**src/rtl/sym_poly_pkg.sv**
```systemverilog
package sym_poly_pkg;
  typedef enum logic {
    PH_EVEN = 1'b0,
    PH_ODD  = 1'b1
  } phase_e;
endpackage

```
**src/rtl/sym_coef_bank.sv**
```systemverilog
module sym_coef_bank #(
  parameter int TAPS   = 4,
  parameter int COEF_W = 13,
  localparam int AW    = (TAPS > 1) ? $clog2(TAPS) : 1
) (
  input  logic                     clk_i,
  input  logic                     rst_ni,
  input  logic                     we_i,
  input  logic [AW-1:0]            addr_i,
  input  logic signed [COEF_W-1:0] data_i,
  input  logic                     odd_sel_i,
  output logic signed [COEF_W-1:0] coef_o [TAPS]
);
  logic signed [COEF_W-1:0] coef_q [TAPS];

  for (genvar t = 0; t < TAPS; t++) begin : g_reg
    always_ff @(posedge clk_i or negedge rst_ni) begin
      if (!rst_ni)                                coef_q[t] <= '0;
      else if (we_i && (32'(addr_i) == t))        coef_q[t] <= data_i;
    end
    // mirror branch applies the set in reversed tap order
    assign coef_o[t] = odd_sel_i ? coef_q[TAPS-1-t] : coef_q[t];
  end
endmodule

```
**src/rtl/sym_shared_mult.sv**
```systemverilog
module sym_shared_mult #(
  parameter int TAPS   = 4,
  parameter int DATA_W = 13,
  parameter int COEF_W = 13,
  localparam int PROD_W = DATA_W + COEF_W
) (
  input  logic signed [DATA_W-1:0] sample_i,
  input  logic signed [COEF_W-1:0] coef_i [TAPS],
  output logic signed [PROD_W-1:0] prod_o [TAPS]
);
  for (genvar t = 0; t < TAPS; t++) begin : g_mul
    assign prod_o[t] = PROD_W'(sample_i) * PROD_W'(coef_i[t]);
  end
endmodule

```
**src/rtl/sym_tap_chain.sv**
```systemverilog
module sym_tap_chain #(
  parameter int TAPS   = 4,
  parameter int PROD_W = 26,
  parameter int ACC_W  = 28
) (
  input  logic                    clk_i,
  input  logic                    rst_ni,
  input  logic                    en_i,
  input  logic signed [PROD_W-1:0] prod_i [TAPS],
  output logic signed [ACC_W-1:0]  sum_o
);
  logic signed [ACC_W-1:0] acc_q [TAPS-1];

  for (genvar t = 0; t < TAPS - 1; t++) begin : g_stage
    logic signed [ACC_W-1:0] nxt;
    if (t == TAPS - 2) begin : g_last
      assign nxt = ACC_W'(prod_i[t+1]);
    end else begin : g_mid
      assign nxt = ACC_W'(prod_i[t+1]) + acc_q[t+1];
    end
    always_ff @(posedge clk_i or negedge rst_ni) begin
      if (!rst_ni)    acc_q[t] <= '0;
      else if (en_i)  acc_q[t] <= nxt;
    end
  end

  assign sum_o = ACC_W'(prod_i[0]) + acc_q[0];
endmodule

```
**src/rtl/sym_round_sat.sv**
```systemverilog
module sym_round_sat #(
  parameter int ACC_W  = 28,
  parameter int DATA_W = 13,
  parameter int SHIFT  = 12
) (
  input  logic signed [ACC_W-1:0]  sum_i,
  output logic signed [DATA_W-1:0] res_o
);
  localparam int EW = ACC_W + 1;
  localparam logic signed [EW-1:0] MAX_V = EW'((64'sd1 <<< (DATA_W-1)) - 1);
  localparam logic signed [EW-1:0] MIN_V = -EW'(64'sd1 <<< (DATA_W-1));

  logic signed [EW-1:0] shifted;

  if (SHIFT > 0) begin : g_rnd
    localparam logic signed [EW-1:0] HALF = EW'(64'sd1 <<< (SHIFT-1));
    logic signed [EW-1:0] biased;
    assign biased  = EW'(sum_i) + HALF;
    assign shifted = biased >>> SHIFT;
  end else begin : g_nornd
    assign shifted = EW'(sum_i);
  end

  always_comb begin
    if (shifted > MAX_V)      res_o = MAX_V[DATA_W-1:0];
    else if (shifted < MIN_V) res_o = MIN_V[DATA_W-1:0];
    else                      res_o = shifted[DATA_W-1:0];
  end
endmodule

```
**src/rtl/sym_poly_subfilter.sv**
```systemverilog
module sym_poly_subfilter
  import sym_poly_pkg::*;
#(
  parameter int TAPS   = 4,
  parameter int DATA_W = 13,
  parameter int COEF_W = 13,
  parameter int SHIFT  = COEF_W - 1,
  localparam int AW     = (TAPS > 1) ? $clog2(TAPS) : 1,
  localparam int PROD_W = DATA_W + COEF_W,
  localparam int ACC_W  = PROD_W + AW
) (
  input  logic                     clk_i,
  input  logic                     rst_ni,
  input  logic signed [DATA_W-1:0] sample_i,
  input  logic                     sample_valid_i,
  input  logic                     phase_i,
  input  logic                     coef_we_i,
  input  logic [AW-1:0]            coef_addr_i,
  input  logic signed [COEF_W-1:0] coef_data_i,
  output logic signed [DATA_W-1:0] even_o,
  output logic                     even_valid_o,
  output logic signed [DATA_W-1:0] odd_o,
  output logic                     odd_valid_o
);
  phase_e ph;
  assign ph = phase_e'(phase_i);

  logic en_even, en_odd;
  assign en_even = sample_valid_i && (ph == PH_EVEN);
  assign en_odd  = sample_valid_i && (ph == PH_ODD);

  logic signed [COEF_W-1:0] coef_sel [TAPS];
  logic signed [PROD_W-1:0] prod     [TAPS];
  logic signed [ACC_W-1:0]  sum_even, sum_odd, sum_sel;
  logic signed [DATA_W-1:0] res;

  sym_coef_bank #(.TAPS(TAPS), .COEF_W(COEF_W)) i_coef (
    .clk_i     (clk_i),
    .rst_ni    (rst_ni),
    .we_i      (coef_we_i),
    .addr_i    (coef_addr_i),
    .data_i    (coef_data_i),
    .odd_sel_i (ph == PH_ODD),
    .coef_o    (coef_sel)
  );

  sym_shared_mult #(.TAPS(TAPS), .DATA_W(DATA_W), .COEF_W(COEF_W)) i_mult (
    .sample_i (sample_i),
    .coef_i   (coef_sel),
    .prod_o   (prod)
  );

  // demux: each chain only advances on its own phase
  sym_tap_chain #(.TAPS(TAPS), .PROD_W(PROD_W), .ACC_W(ACC_W)) i_chain_even (
    .clk_i  (clk_i),
    .rst_ni (rst_ni),
    .en_i   (en_even),
    .prod_i (prod),
    .sum_o  (sum_even)
  );

  sym_tap_chain #(.TAPS(TAPS), .PROD_W(PROD_W), .ACC_W(ACC_W)) i_chain_odd (
    .clk_i  (clk_i),
    .rst_ni (rst_ni),
    .en_i   (en_odd),
    .prod_i (prod),
    .sum_o  (sum_odd)
  );

  assign sum_sel = (ph == PH_ODD) ? sum_odd : sum_even;

  sym_round_sat #(.ACC_W(ACC_W), .DATA_W(DATA_W), .SHIFT(SHIFT)) i_rnd (
    .sum_i (sum_sel),
    .res_o (res)
  );

  always_ff @(posedge clk_i or negedge rst_ni) begin
    if (!rst_ni) begin
      even_o       <= '0;
      odd_o        <= '0;
      even_valid_o <= 1'b0;
      odd_valid_o  <= 1'b0;
    end else begin
      even_valid_o <= en_even;
      odd_valid_o  <= en_odd;
      if (en_even) even_o <= res;
      if (en_odd)  odd_o  <= res;
    end
  end
endmodule

```
**config.mk**
```make
export PLATFORM = sky130hd
export DESIGN_NAME = sym_poly_subfilter
export DESIGN_NICKNAME = d
export VERILOG_FILES = /design/src/rtl/sym_poly_pkg.sv /design/src/rtl/sym_coef_bank.sv /design/src/rtl/sym_shared_mult.sv /design/src/rtl/sym_tap_chain.sv /design/src/rtl/sym_round_sat.sv /design/src/rtl/sym_poly_subfilter.sv
export SDC_FILE = /design/constraint.sdc
export NUM_CORES = 2
export LEC_CHECK = 0
export ABC_AREA = 1
export CELL_PAD_IN_SITES_DETAIL_PLACEMENT = 0
export CELL_PAD_IN_SITES_GLOBAL_PLACEMENT = 1
export CORE_ASPECT_RATIO = 0.6
export CORE_MARGIN = 1
export CORE_UTILIZATION = 50
export CTS_BUF_LIST = sky130_fd_sc_hd__clkbuf_16
export DETAILED_ROUTE_END_ITERATION = 10
export PLACE_DENSITY = 0.9
export RECOVER_POWER = 50
export SLEW_MARGIN = 15
export SYNTH_ARGS = -nofsm -noshare
export SYNTH_HDL_FRONTEND = slang
export SYNTH_SLANG_ARGS = --single-unit
```
**constraint.sdc**
```tcl
create_clock -name clk_i -period 10.1 [get_ports clk_i]
set_input_delay 1.515 -clock clk_i [delete_from_list [all_inputs] [get_ports clk_i]]
set_output_delay 1.515 -clock clk_i [all_outputs]
set_load 0.01 [all_outputs]
```
==> key figures <==
Cells and area
  • Number of nets in the finished design: 6,410
  • Register area: 0.00606 mm^2
  • Area of the multi-input gates: 0.0311 mm^2
  • Area overhead of the layout relative to synthesis: 8.70%
  • Final std cells w/o fill: 6,424
  • Post-route cell area: 0.0451 mm^2
  • Fill cells: 7,718
  • Share of post-route cells with drive strength above 1: 0.0634

Placement
  • Number of placed cells counting well taps: 6,373
  • Final estimated routing congestion in global placement: 0.987
  • Post-detailed-placement cell area: 0.0442 mm^2
  • Half-perimeter wire length after detailed placement: 109,000 um
  • Number of buffer cells added on primary ports: 60

Floorplan
  • Die Width: 374 um
  • Number of placement rows: 81
  • Placeable core area: 0.0818 mm^2
  • Initial cell density of the core: 0.507
  • I/O pins: 61
  • Die Y-Extent: 225 um
  • Total Die Area: 0.0841 mm^2

Clock tree
  • Sinks on Clock Net: 242
  • CTS root buffer: clkbuf_16
  • Number of buffers created by CTS: 28
  • Clock network latency to the later pin of the worst-skew pair: 0.60 ns
  • Max H-tree Level: 1
  • Clock Path Buffers: 3
  • Clock transition at the registers of the reported paths: 0.06 ns
  • TritonCTS clock tree: built

Global route
  • Antenna violations before repair: 2
  • Sum of overflow across all layers after global routing: 0
  • Total track usage: 0.319
  • Global-route wire length before repair: 205,000 um
  • Largest net degree at the start of global routing: 137
  • Number of global-route vias before repair: 34,100

Critical path
  • Data arrival, critical path: 10.02 ns
  • Nature of the critical path endpoint: register
  • Max stage delay on crit path: 0.57 ns
  • Cell mode on critical path: nand2_1
  • Startpoint types: primary input
  • Required time at the endpoint of the critical path: 10.56 ns
  • Highest fanout seen on the critical path: 17
  • Worst setup path class: primary input to register
  • Number of cells on the worst reg-to-reg path: 45
  • Slowest CP cell: fa_1

Hold path
  • Hold/Removal Path Class: register to register
  • Number of cells traversed by the worst hold path: 2

Yosys
  • Syn avg cell area: 7.95 um^2
  • Dominant cell type by area after synthesis: fa_1
  • Fraction of post-synthesis cell area in the top cell type by area: 0.315
  • Count of flip-flops with a built-in enable after synthesis: 0
  • Number of nets produced by synthesis: 6,305
  • Fraction of synthesis flops using an asynchronous set or reset pin: 1.00
  • Gate count of the mapped netlist: 5,219
  • Most used flip-flop cell after synthesis: dfrtp_1
  • Cell variety after synth: 57
  • Synth warnings: 0
  • Number of synthesized register bits: 242
  • Total standard cell area after synthesis: 0.0415 mm^2
  • Main area contributors after synthesis: fa_1 (31%), dfrtp_1 (15%), ha_1 (12%)
  • Post-synthesis sequential area ratio: 0.146

Timing
  • Hold violation total from the final report: 0
  • Count of pins over their slew limit: 108
  • Maximum frequency from static timing analysis: 0.105 GHz
  • Post-route minimum period: 9.56 ns
  • Final clock skew: 0.0250 ns
  • Setup repair after global routing missed its margin: no
  • Slew @ Worst Pin: 5.85 ns
  • Slew headroom: -2.90
  • Setup Viol. Count Final: 0
  • Ratio of final minimum period to clock period: 0.947

Route
  • Via total after detailed routing: 34,700
  • Detailed-route wire length: 131,000 um
  • Top metal layer carrying routed signals: met4
  • Number of detailed-route iterations in the first pass: 6
  • Remaining design rule violation count: 0
  • WL met3: 15,800 um
  • Final routed wire length divided by cell count: 20.4 um
  • Routed length on met1: 62,200 um
  • Detailed router's first-iteration violation count: 3,121
  • Antenna-violating nets left: 0
  • Routed met2 length: 50,400 um
  • Via-to-Cell Ratio: 5.40

Status
  • Status: complete, but fails checks
  • Failing checks: max-capacitance violations, max-slew violations

Run
  • Max-capacitance violation count: 1
routing by layer:
layer  vias to the layer above  global-route usage
li1                      16200                   -
met1                     17000               0.500
met2                      1449               0.425
met3                       142               0.102
met4                         0              0.0535
met5                         -                   0
synth_stat cells (all sizes together) (13+ instances only):
master	instances
nand4	17
fa	652
nand2	1329
xnor2	85
clkinv	17
clkbuf	164
nor3	22
inv	942
ha	401
a21oi	216
o21bai	13
a31oi	21
or2	37
nand3	126
nor2	436
xor2	97
dfrtp	242
o21ai	314
cell families (layout without fill, tap and decap cells):
family,after synthesis,count (layout),share of synthesized area
AND/OR/NAND/NOR,1988,1988,0.195
buffers and inverters,1132,1257,0.104
adder cells (fa/ha/maj),1053,1053,0.436
AO/OA/AOI/OAI,617,617,0.0799
flip-flops,242,242,0.146
XOR/XNOR,182,182,0.0384
multiplexers,5,5,0.00121
other,0,1,0
critical path, delay by kind of cell:
kind | cells | cell delay, ns
fa+ha+maj | 8 | 3.36
compound gates | 11 | 2.06
simple gates | 12 | 1.34
xor+xnor | 1 | 0.22
buf+inv | 9 | 1.52
repair_timing:
item                                   4_1_cts  5_1_grt
resized for setup                            0        2
endpoints found under the hold margin        0        0
hold buffers                                 0        0
setup endpoints to repair                    0       26
buffers inserted                             0        0
state kept, by name, summed over array words and instances (netlist names):
signal / cells
i_coef.coef_q: 52
even_o: 13
odd_valid_o: 1
odd_o: 13
even_valid_o: 1
i_chain_even.acc_q: 81
i_chain_odd.acc_q: 81
final timing paths:
| path | startpoint | to | slack [ns] |
|---|---|---|---|
| worst max-delay path | phase_i | i_chain_odd.acc_q[83] | 0.54 |
| worst min-delay path | i_chain_even.acc_q[57] | i_chain_even.acc_q[57] | 0.48 |
| worst max register to register | i_coef.coef_q[40] | even_o[6] | 1.46 |
| worst min register to register | i_chain_even.acc_q[57] | i_chain_even.acc_q[57] | 0.48 |
| max in group asynchronous | rst_ni | i_chain_odd.acc_q[36] | 3.71 |
| min in group asynchronous | rst_ni | i_chain_even.acc_q[53] | 3.08 |
placed cells by master, fill, tap and decap left out, drive strengths merged, types with 29 or more instances in the layout:
master / synthesis / final
or2: 37 / 37
ha: 401 / 401
a21oi: 216 / 216
nand2: 1329 / 1329
dfrtp: 242 / 242
clkbuf: 164 / 29
o21ai: 314 / 314
inv: 942 / 945
nor2: 436 / 436
buf: 9 / 189
fa: 652 / 652
nand3: 126 / 126
xor2: 97 / 97
clkinv: 17 / 31
xnor2: 85 / 85
clkdlybuf4s50: 0 / 57
through the flow:
stage / TNS, ns / util / hold WS, ns / worst slack [ns]
after floorplan: 0 / - / 0.449 / 0.574
after global placement: -0.289 / 0.541 / 0.463 / -0.0376
after detailed placement: 0 / 0.541 / 0.464 / 0.00821
after CTS: 0 / 0.551 / 0.481 / 0.590
after global routing: 0 / 0.551 / 0.501 / 0.0270
final: 0 / 0.551 / 0.478 / 0.537
cell type report:
class	count	share of cell area
Tap cell	1079	0.0299
Clock buffer	28	0.0155
Multi-Input combinational cell	3845	0.690
Antenna cell	1	0.0000555
Clock inverter	22	0.00372
Sequential cell	242	0.134
Inverter	959	0.0799
Timing Repair Buffer	248	0.0460
Power is not shown: default switching activity piles up to over one toggle a cycle in this logic, so the estimate is an artifact.
